`config.mk`:
```
export PLATFORM = sky130hd
export DESIGN_NAME = cfg_spcyc_fwd
export DESIGN_NICKNAME = d
export VERILOG_FILES = /design/src/rtl/cfgsc_pkg.sv /design/src/rtl/cfgsc_store.sv /design/src/rtl/cfgsc_track.sv /design/src/rtl/cfgsc_resp.sv /design/src/rtl/cfg_spcyc_fwd.sv
export SDC_FILE = /design/constraint.sdc
export NUM_CORES = 1
export LEC_CHECK = 0
export BUFFER_PORTS_ARGS = -buffer_cell sky130_fd_sc_hd__buf_2
export CAP_MARGIN = 20
export CORE_MARGIN = 2
export CORE_UTILIZATION = 39
export DETAILED_ROUTE_END_ITERATION = 6
export PLACE_DENSITY = 0.75
export SLEW_MARGIN = 20
export SYNTH_ARGS = -nofsm -noshare
export SYNTH_HDL_FRONTEND = slang
export SYNTH_HIERARCHICAL = 1
export SYNTH_SLANG_ARGS = --single-unit
```
`constraint.sdc`:
```
create_clock -name clk -period 3.45 [get_ports clk]
set_input_delay 0.345 -clock clk [delete_from_list [all_inputs] [get_ports clk]]
set_output_delay 0.345 -clock clk [all_outputs]
set_load 0.02 [all_outputs]
```
`src/rtl/cfgsc_pkg.sv`:
```
package cfgsc_pkg;

    localparam logic [3:0] CMD_CFG_WRITE = 4'b1011;
    localparam logic [3:0] CMD_SPECIAL   = 4'b0001;

    typedef enum logic [1:0] {
        ENT_EMPTY = 2'd0,
        ENT_WAIT  = 2'd1,
        ENT_DONE  = 2'd2
    } ent_state_e;

    typedef struct packed {
        logic trdy;
        logic stop;
        logic devsel;
    } tresp_t;

    function automatic tresp_t rsp_retry();
        tresp_t r;
        r.trdy   = 1'b0;
        r.stop   = 1'b1;
        r.devsel = 1'b1;
        return r;
    endfunction

    function automatic tresp_t rsp_transfer(input logic burst);
        tresp_t r;
        r.trdy   = 1'b1;
        r.stop   = burst;
        r.devsel = 1'b1;
        return r;
    endfunction

endpackage

```
`src/rtl/cfgsc_store.sv`:
```
module cfgsc_store #(
    parameter int AW = 32,
    parameter int DW = 32
) (
    input  logic          clk,
    input  logic          rst,
    input  logic          cap_en,
    input  logic [AW-1:0] in_addr,
    input  logic [DW-1:0] in_data,
    output logic [AW-1:0] ent_addr,
    output logic [DW-1:0] ent_data,
    output logic          hit
);
    always_ff @(posedge clk) begin
        if (rst) begin
            ent_addr <= '0;
            ent_data <= '0;
        end else if (cap_en) begin
            ent_addr <= in_addr;
            ent_data <= in_data;
        end
    end

    assign hit = (in_addr == ent_addr) && (in_data == ent_data);

    // Stored entry changes only on a capture
    assert_entry_hold_R4: assert property (@(posedge clk) disable iff (rst)
        !cap_en |=> $stable(ent_addr) && $stable(ent_data));
endmodule

```
`src/rtl/cfgsc_track.sv`:
```
module cfgsc_track
    import cfgsc_pkg::*;
(
    input  logic       clk,
    input  logic       rst,
    input  logic       capture,
    input  logic       release_ent,
    input  logic       abort_seen,
    output ent_state_e state
);
    ent_state_e nxt;

    always_comb begin
        nxt = state;
        unique case (state)
            ENT_EMPTY: if (capture)     nxt = ENT_WAIT;
            ENT_WAIT:  if (abort_seen)  nxt = ENT_DONE;
            ENT_DONE:  if (release_ent) nxt = ENT_EMPTY;
            default:                    nxt = ENT_EMPTY;
        endcase
    end

    always_ff @(posedge clk) begin
        if (rst) state <= ENT_EMPTY;
        else     state <= nxt;
    end

    // An abort outside the waiting state leaves the state alone
    assert_stray_abort_R10: assert property (@(posedge clk) disable iff (rst)
        (abort_seen && state == ENT_EMPTY && !capture) |=> state == ENT_EMPTY);
    // Completion is reached only through an abort
    assert_done_via_abort_R5: assert property (@(posedge clk) disable iff (rst)
        $rose(state == ENT_DONE) |-> $past(abort_seen));
endmodule

```
`src/rtl/cfgsc_resp.sv`:
```
module cfgsc_resp
    import cfgsc_pkg::*;
(
    input  logic       clk,
    input  logic       rst,
    input  logic       strobe,
    input  logic [3:0] cmd,
    input  logic       burst,
    input  logic       hit,
    input  ent_state_e state,
    output logic       capture,
    output logic       release_ent,
    output logic       rsp_vld,
    output tresp_t     rsp
);
    logic   is_cfg;
    tresp_t rsp_nxt;

    assign is_cfg      = strobe && (cmd == CMD_CFG_WRITE);
    assign capture     = is_cfg && (state == ENT_EMPTY);
    assign release_ent = is_cfg && (state == ENT_DONE) && hit;

    always_comb begin
        if (release_ent) rsp_nxt = rsp_transfer(burst);
        else             rsp_nxt = rsp_retry();
    end

    always_ff @(posedge clk) begin
        if (rst) begin
            rsp_vld <= 1'b0;
            rsp     <= '0;
        end else begin
            rsp_vld <= is_cfg;
            rsp     <= is_cfg ? rsp_nxt : '0;
        end
    end

    // A response only follows a configuration write attempt
    assert_rsp_cause_R9: assert property (@(posedge clk) disable iff (rst)
        rsp_vld |-> $past(strobe) && $past(cmd) == CMD_CFG_WRITE);
    // A retry always carries stop and devsel
    assert_retry_shape_R3: assert property (@(posedge clk) disable iff (rst)
        (rsp_vld && !rsp.trdy) |-> rsp.stop && rsp.devsel);
endmodule

```
`src/rtl/cfg_spcyc_fwd.sv`:
```
module cfg_spcyc_fwd
    import cfgsc_pkg::*;
#(
    parameter int AW = 32,
    parameter int DW = 32
) (
    input  logic          clk,
    input  logic          rst,
    input  logic          tgt_strobe,
    input  logic [3:0]    tgt_cmd,
    input  logic [AW-1:0] tgt_addr,
    input  logic [DW-1:0] tgt_wdata,
    input  logic          tgt_burst,
    output logic          tgt_rsp_vld,
    output logic          tgt_trdy,
    output logic          tgt_stop,
    output logic          tgt_devsel,
    output logic          mst_req,
    output logic [3:0]    mst_cmd,
    output logic [AW-1:0] mst_addr,
    output logic [DW-1:0] mst_data,
    input  logic          mst_mabort
);
    ent_state_e state;
    logic       capture, release_ent, hit;
    tresp_t     rsp;

    cfgsc_store #(.AW(AW), .DW(DW)) u_store (
        .clk      (clk),
        .rst      (rst),
        .cap_en   (capture),
        .in_addr  (tgt_addr),
        .in_data  (tgt_wdata),
        .ent_addr (mst_addr),
        .ent_data (mst_data),
        .hit      (hit)
    );

    cfgsc_track u_track (
        .clk         (clk),
        .rst         (rst),
        .capture     (capture),
        .release_ent (release_ent),
        .abort_seen  (mst_mabort),
        .state       (state)
    );

    cfgsc_resp u_resp (
        .clk         (clk),
        .rst         (rst),
        .strobe      (tgt_strobe),
        .cmd         (tgt_cmd),
        .burst       (tgt_burst),
        .hit         (hit),
        .state       (state),
        .capture     (capture),
        .release_ent (release_ent),
        .rsp_vld     (tgt_rsp_vld),
        .rsp         (rsp)
    );

    assign tgt_trdy   = rsp.trdy;
    assign tgt_stop   = rsp.stop;
    assign tgt_devsel = rsp.devsel;
    assign mst_req    = (state == ENT_WAIT);
    assign mst_cmd    = CMD_SPECIAL;

    // Far-side request starts only from a captured initiator attempt
    assert_req_origin_R2: assert property (@(posedge clk) disable iff (rst)
        $rose(mst_req) |-> $past(tgt_strobe) && $past(tgt_cmd) == CMD_CFG_WRITE);
    // Far-side address and data hold while the request is up
    assert_req_stable_R4: assert property (@(posedge clk) disable iff (rst)
        (mst_req && $past(mst_req)) |-> $stable(mst_addr) && $stable(mst_data));
    // A data transfer is never given while the far-side attempt runs
    assert_no_early_trdy_R6: assert property (@(posedge clk) disable iff (rst)
        tgt_trdy |-> !mst_req && !$past(mst_req));
    // Single transfer completes without stop
    assert_single_nostop_R6: assert property (@(posedge clk) disable iff (rst)
        (tgt_trdy && !$past(tgt_burst)) |-> !tgt_stop);
    // Abort drops the request on the next edge
    assert_abort_drop_R5: assert property (@(posedge clk) disable iff (rst)
        (mst_req && mst_mabort) |=> !mst_req);
endmodule

```
== Yosys cells after proc, flatten, opt, wreduce, memory -nomap -nowiden ==
Cells that the tools add are included.

* Output and inout port bits: 73
* Word-level logic and storage cells: 29
* Register bits after elaboration: 70

* Bitwise logic cells: 1
* Equality and inequality tests: 8
* Reductions and logical operators: 8
* Multiplexer cells: 5

{| class="wikitable"
|+ Operators by type and width
! kind !! count
|-
| 32-bit equality test || 2
|-
| 2-bit 2-to-1 mux || 3
|-
| 2-bit one-hot mux with 3 select lines || 1
|-
| 1-bit logical AND || 5
|-
| 4-bit equality test, second input constant || 1
|-
| 2-bit inequality test, second input constant || 2
|-
| 3-bit 2-to-1 mux || 1
|-
| 3-bit AND reduction || 1
|-
| 2-bit by 1-bit equality test with 1-bit output, second input constant || 1
|-
| 2-bit equality test, second input constant || 1
|-
| 2-bit zero test || 1
|-
| 2-bit by 1-bit inequality test with 1-bit output, second input constant || 1
|-
| 2-bit OR reduction || 1
|-
| 1-bit NOT || 1
|}

== Depth between registers and ports, before layout ==
* Depth after elaboration: 6
* Mapped depth: 8
* Mapped depth without buffers: 8

== Hierarchy ==
Netlist, hierarchy kept.

{| class="wikitable"
|+ By module, submodules not included
! module !! cells each !! instances !! area each (µm²)
|-
| cfgsc_store || 291 || 1 || 2929.1
|-
| cfgsc_resp || 16 || 1 || 195.2
|-
| cfgsc_track || 8 || 1 || 81.3
|-
| cfg_spcyc_fwd || 7 || 1 || 51.3
|}

== Least setup slack after synthesis ==
Ideal clock, no wire load.

* Path type: register to register
* From: reg u_store.ent_addr[28]
* To: reg u_track.state[1]
* Arrival: 1.614 ns
* Clock period less this slack: 1.731 ns
* Setup time: 0.117 ns
* Stages on the path, launching flop included: 9
* Slack: 1.719 ns
* Cells stage by stage: dfxtp_1 xor2_1 nor4_1 nand4_1 nor4_2 nand3b_1 nor3_2 or3b_1 a21oi_1

* Word-level cells in the longest chain between the ends: 5

{| class="wikitable"
|+ Ends and longest elaborated chain
! item !! line !! source
|-
| from (decl) || cfgsc_store.sv:10 || <nowiki>output logic [AW-1:0] ent_addr,</nowiki>
|-
| from (signal assigned) || cfgsc_store.sv:19 || <nowiki>ent_addr <= in_addr;</nowiki>
|-
| 32-bit equality test || cfgsc_store.sv:24 || <nowiki>assign hit = (in_addr == ent_addr) && (in_data == ent_data);</nowiki>
|-
| 1-bit logical AND || cfgsc_store.sv:24 ||
|-
| named net hit || cfg_spcyc_fwd.sv:25 || <nowiki>logic capture, release_ent, hit;</nowiki>
|-
| 1-bit logical AND || cfgsc_resp.sv:21 || <nowiki>assign release_ent = is_cfg && (state == ENT_DONE) && hit;</nowiki>
|-
| named net release_ent || cfg_spcyc_fwd.sv:25 ||
|-
| 2-bit inequality test (no source line) || n/a ||
|-
| 3-bit AND reduction (no source line) || n/a ||
|-
| to (signal assigned) || cfgsc_track.sv:25 || <nowiki>else state <= nxt;</nowiki>
|-
| to (decl) || cfgsc_track.sv:9 || <nowiki>output ent_state_e state</nowiki>
|}

The timed path passes the listed nets, and every way through them passes these cells.
A chain may end at the register's enable or synchronous reset.

== Worst setup path in the final report ==
* From: reg u_store.ent_data[30]
* To: reg u_track.state[1]

* Word-level cells in the longest chain between the ends: 5

{| class="wikitable"
|+ Ends and longest elaborated chain
! item !! line !! source
|-
| from (decl) || cfgsc_store.sv:11 || <nowiki>output logic [DW-1:0] ent_data,</nowiki>
|-
| from (signal assigned) || cfgsc_store.sv:20 || <nowiki>ent_data <= in_data;</nowiki>
|-
| 32-bit equality test || cfgsc_store.sv:24 ||
|-
| 1-bit logical AND || cfgsc_store.sv:24 ||
|-
| named net hit || cfg_spcyc_fwd.sv:25 ||
|-
| 1-bit logical AND || cfgsc_resp.sv:21 ||
|-
| named net release_ent || cfg_spcyc_fwd.sv:25 ||
|-
| 2-bit inequality test (no source line) || n/a ||
|-
| 3-bit AND reduction (no source line) || n/a ||
|}

The timed path passes the listed nets, and every way through them passes these cells.

==> impl_metrics.py <==
metrics = {
    "outcome": {
        "outcome": "finished clean",
    },
    "clocking": {
        "postCtsSetupBuffers": 0,
        "numCtsBuffers": 9,
        "ctsHtreeMaxLevel": 3,
        "clock_sinks": 70,
        "cts.root.buffer_cell": "sky130_fd_sc_hd__clkbuf_8",
        "post_cts_hold_buffer_count": 0,
        "clockBufferDepth": 2,
        "clock_insertion_delay_at_the_later_pin_of_the_skew_report_ns": 0.34,
        "clock_tree_from_tritoncts": "yes",
        "post_cts_resize_count": 0,
        "clk_pin_slew_worst_paths_ns": 0.08,
    },
    "worst_setup_path": {
        "worstSetupPathType": "reg2reg",
        "buffering_stage_count_on_the_worst_path_with_inverters_included": 0,
        "worst_path_max_delay_cell": "sky130_fd_sc_hd__nor4_1",
        "crit_path_cell_trace": "xor2_1 -> nor4_1 -> nand4_1 -> nor4_2 -> nand3b_1 -> nor3_2 -> or3b_1 -> a21oi_1",
        "worst_setup_path_start_kind": "register",
        "critPathRequiredTime_ns": 3.67,
        "critPathArrivalTime_ns": 2.51,
        "critical-path-top-delay-family": "simple AND/OR/NAND/NOR gates",
        "end_kind": "register",
        "critical_path.max_stage_delay_ns": 0.60,
        "worstPathMaxFanout": 3,
        "timing.critical_path.depth": 8,
        "reg2regPathDepth": 8,
    },
    "placed_design": {
        "io_buffers": 141,
        "place.gp.congestion": 0.754,
        "place.detailed.hpwl_um": 6010,
    },
    "hold_path": {
        "worstHoldPathCells": 3,
        "worstHoldPathType": "in2reg",
    },
    "routing": {
        "via_total_after_detailed_routing": 2719,
        "vias_per_cell": 4.76,
        "first_iter_violations": 79,
        "route.antenna.remaining_nets": 0,
        "firstDrtPassIters": 4,
        "average_wire_per_cell_in_the_routed_design_um": 13.9,
        "routed_wirelength_um": 7960,
        "drt_drc_violations_left": 0,
    },
    "cells_and_area": {
        "final_layout_size_suffix_gt1_share_pct": 36.1,
        "final_nets": 534,
        "final_common_cell": "sky130_fd_sc_hd__buf_2",
        "fin_util_pct": 52.2,
        "antenna_cells": 0,
        "layout.cells.most_common_list": "141 x sky130_fd_sc_hd__buf_2, 70 x sky130_fd_sc_hd__dfxtp_1, 66 x sky130_fd_sc_hd__nor2_1",
        "area_growth_pct": 31.0,
    },
    "die": {
        "ioPinCount": 146,
        "initial_utilization_pct": 39.8,
        "die_area_sq_mm": 0.00910,
        "die_w_um": 95.4,
        "rows": 33,
        "die_height_um": 95.4,
        "core_area_sq_mm": 0.00818,
    },
    "pwr": {
        "seq_power_share_pct": 47.1,
        "power.share.switching_pct": 23.8,
        "switching_power_mw": 0.417,
        "ir_worst_vdd_v": 0.000331,
        "power_leakage_nw": 2.04,
        "clock_power_share_pct": 43.2,
        "design_power_total_mw": 1.75,
        "pwr_density_cell_mw_per_mm2": 411,
        "p_int_mw": 1.34,
        "fraction_of_power_consumed_by_combinational_cells_pct": 9.7,
    },
    "job": {
        "max_cap_violations": 0,
    },
    "global_routing": {
        "globalRouteMet3Util_pct": 5.61,
        "grt_first_pass_wirelength_um": 11900,
        "vias_in_the_first_global_route": 2540,
        "top_usage_layer": "met2",
        "grt_use_met1_pct": 21.7,
        "antenna_found_initial": 0,
        "grt_overflow": 0,
        "track_usage_pct": 17.2,
        "grt_max_degree": 36,
        "grtUsageMet2_pct": 27.8,
    },
    "synthesis": {
        "yosys_warnings": 6,
        "netlist_area_sq_mm": 0.00326,
        "synth.distinct_cells": 24,
        "syn_area_per_cell_sq_um": 10.1,
        "netlist_instances": 322,
        "yosys_register_bits": 70,
        "share_of_synthesized_area_occupied_by_flip_flops_and_latches_pct": 43.0,
    },
    "timing": {
        "final.min_clock_period_ns": 2.29,
        "finalCritPeriodShare_pct": 66.4,
        "setup_tns_ns": 0,
        "timing.final.max_slew_violations": 0,
        "hold_fails_final_rpt": 0,
        "worstMarginPinSlew_ns": 0.663,
        "rsz_0062_raised_after_global_routing": "false",
        "hold-worst-slack_ns": 0.263,
        "fmaxAchievable_ghz": 0.437,
        "fin_skew_ns": 0.00852,
        "maxSlewHeadroom_pct": 55.4,
        "setup-violations-final": 0,
    },
}
[metal layers]
layer  vias up  routed length [um]
met5         -                   0
met4         0                  73
met3         8                 633
met2       102                3660
met1      1257                3590
li1       1352                   -
[synth_stat cells]
library cell                number  share of area [%]
sky130_fd_sc_hd__buf_2           4               0.61
sky130_fd_sc_hd__nand4_1         4               0.77
sky130_fd_sc_hd__nor2_1         66                7.6
sky130_fd_sc_hd__clkbuf_1        7               0.81
sky130_fd_sc_hd__or3b_1          1               0.27
sky130_fd_sc_hd__nand4b_2        1               0.46
sky130_fd_sc_hd__a211oi_1        1               0.23
sky130_fd_sc_hd__a21oi_1         1               0.15
sky130_fd_sc_hd__nand3b_1        2               0.46
sky130_fd_sc_hd__buf_4           7                1.6
sky130_fd_sc_hd__nand2b_1        2               0.38
sky130_fd_sc_hd__nand4bb_4       1               0.85
sky130_fd_sc_hd__dfxtp_1        70                 43
sky130_fd_sc_hd__and4bb_2        1               0.38
sky130_fd_sc_hd__nand2_1         1               0.12
sky130_fd_sc_hd__nor4_2          2               0.77
sky130_fd_sc_hd__xor2_1         64                 17
sky130_fd_sc_hd__inv_1           1               0.12
sky130_fd_sc_hd__nor3_1          1               0.15
sky130_fd_sc_hd__nor4_1         16                3.1
sky130_fd_sc_hd__mux2i_1        64                 20
sky130_fd_sc_hd__nor2b_4         1               0.42
sky130_fd_sc_hd__nor3_2          2               0.61
sky130_fd_sc_hd__conb_1          2               0.23
[per-stage QoR]
stage          instance area, sq um  std cells  setup slack [ns]
2_1_floorplan                  3260        324              1.72
3_3_place_gp                   4030        555              1.11
3_5_place_dp                   4030        555              1.05
4_1_cts                        4270        571              1.16
5_1_grt                        4270        571              1.04
6_report                       4270        571              1.16
[power by group through the flow]
stage          logic [mW]  clock network (mW)  registers (mW)
4_1_cts             0.171               0.785           0.826
5_1_grt             0.186               0.815           0.828
3_5_place_dp        0.170                   0           0.845
3_3_place_gp        0.167                   0           0.845
2_1_floorplan      0.0768                   0           0.857
6_report            0.169               0.758           0.826
[final timing paths]
| check | start | endpoint | slack, ns |
|---|---|---|---|
| setup / recovery | u_store/ent_data[30] | u_track/state[1] | 1.16 |
| hold / removal | tgt_addr[20] | u_store/ent_addr[20] | 0.26 |
| setup reg to reg | u_store/ent_data[30] | u_track/state[1] | 1.16 |
| hold reg to reg | u_store/ent_addr[7] | u_store/ent_addr[7] | 0.54 |
[state kept, by name (all words and copies together) (netlist names)]
| name | cells |
|---|---|
| u_track/state | 2 |
| u_store/ent_addr | 32 |
| u_resp/rsp | 3 |
| u_resp/rsp_vld | 1 |
| u_store/ent_data | 32 |
[cells by family (layout without fill, tap and decap cells)]
logic type      after synthesis  in the layout  synth area share [%]
simple gates                101            101                  16.3
flops                        70             70                  43.0
xor+xnor                     64             64                  17.2
mux                          64             64                  19.7
buf+inv                      19            161                  3.15
other cells                   2              4                 0.231
compound gates                2              2                 0.384
[area by class of cell]
class,instances,area (sq um)
fillers,779,3910
multi-input cells,235,1770
flip-flops and latches,70,1400
repair buffers,144,728
clock buffers,11,151
well taps,105,131
clock inverters,5,81.3
inverters,1,3.75
[worst register-to-register path: stages (launching register included)]
cell	delay, ns
sky130_fd_sc_hd__dfxtp_1	0.33
sky130_fd_sc_hd__xor2_1	0.17
sky130_fd_sc_hd__nor4_1	0.60
sky130_fd_sc_hd__nand4_1	0.24
sky130_fd_sc_hd__nor4_2	0.33
sky130_fd_sc_hd__nand3b_1	0.17
sky130_fd_sc_hd__nor3_2	0.13
sky130_fd_sc_hd__or3b_1	0.13
sky130_fd_sc_hd__a21oi_1	0.07
No activity file was read; power rests on OpenSTA's default activity.
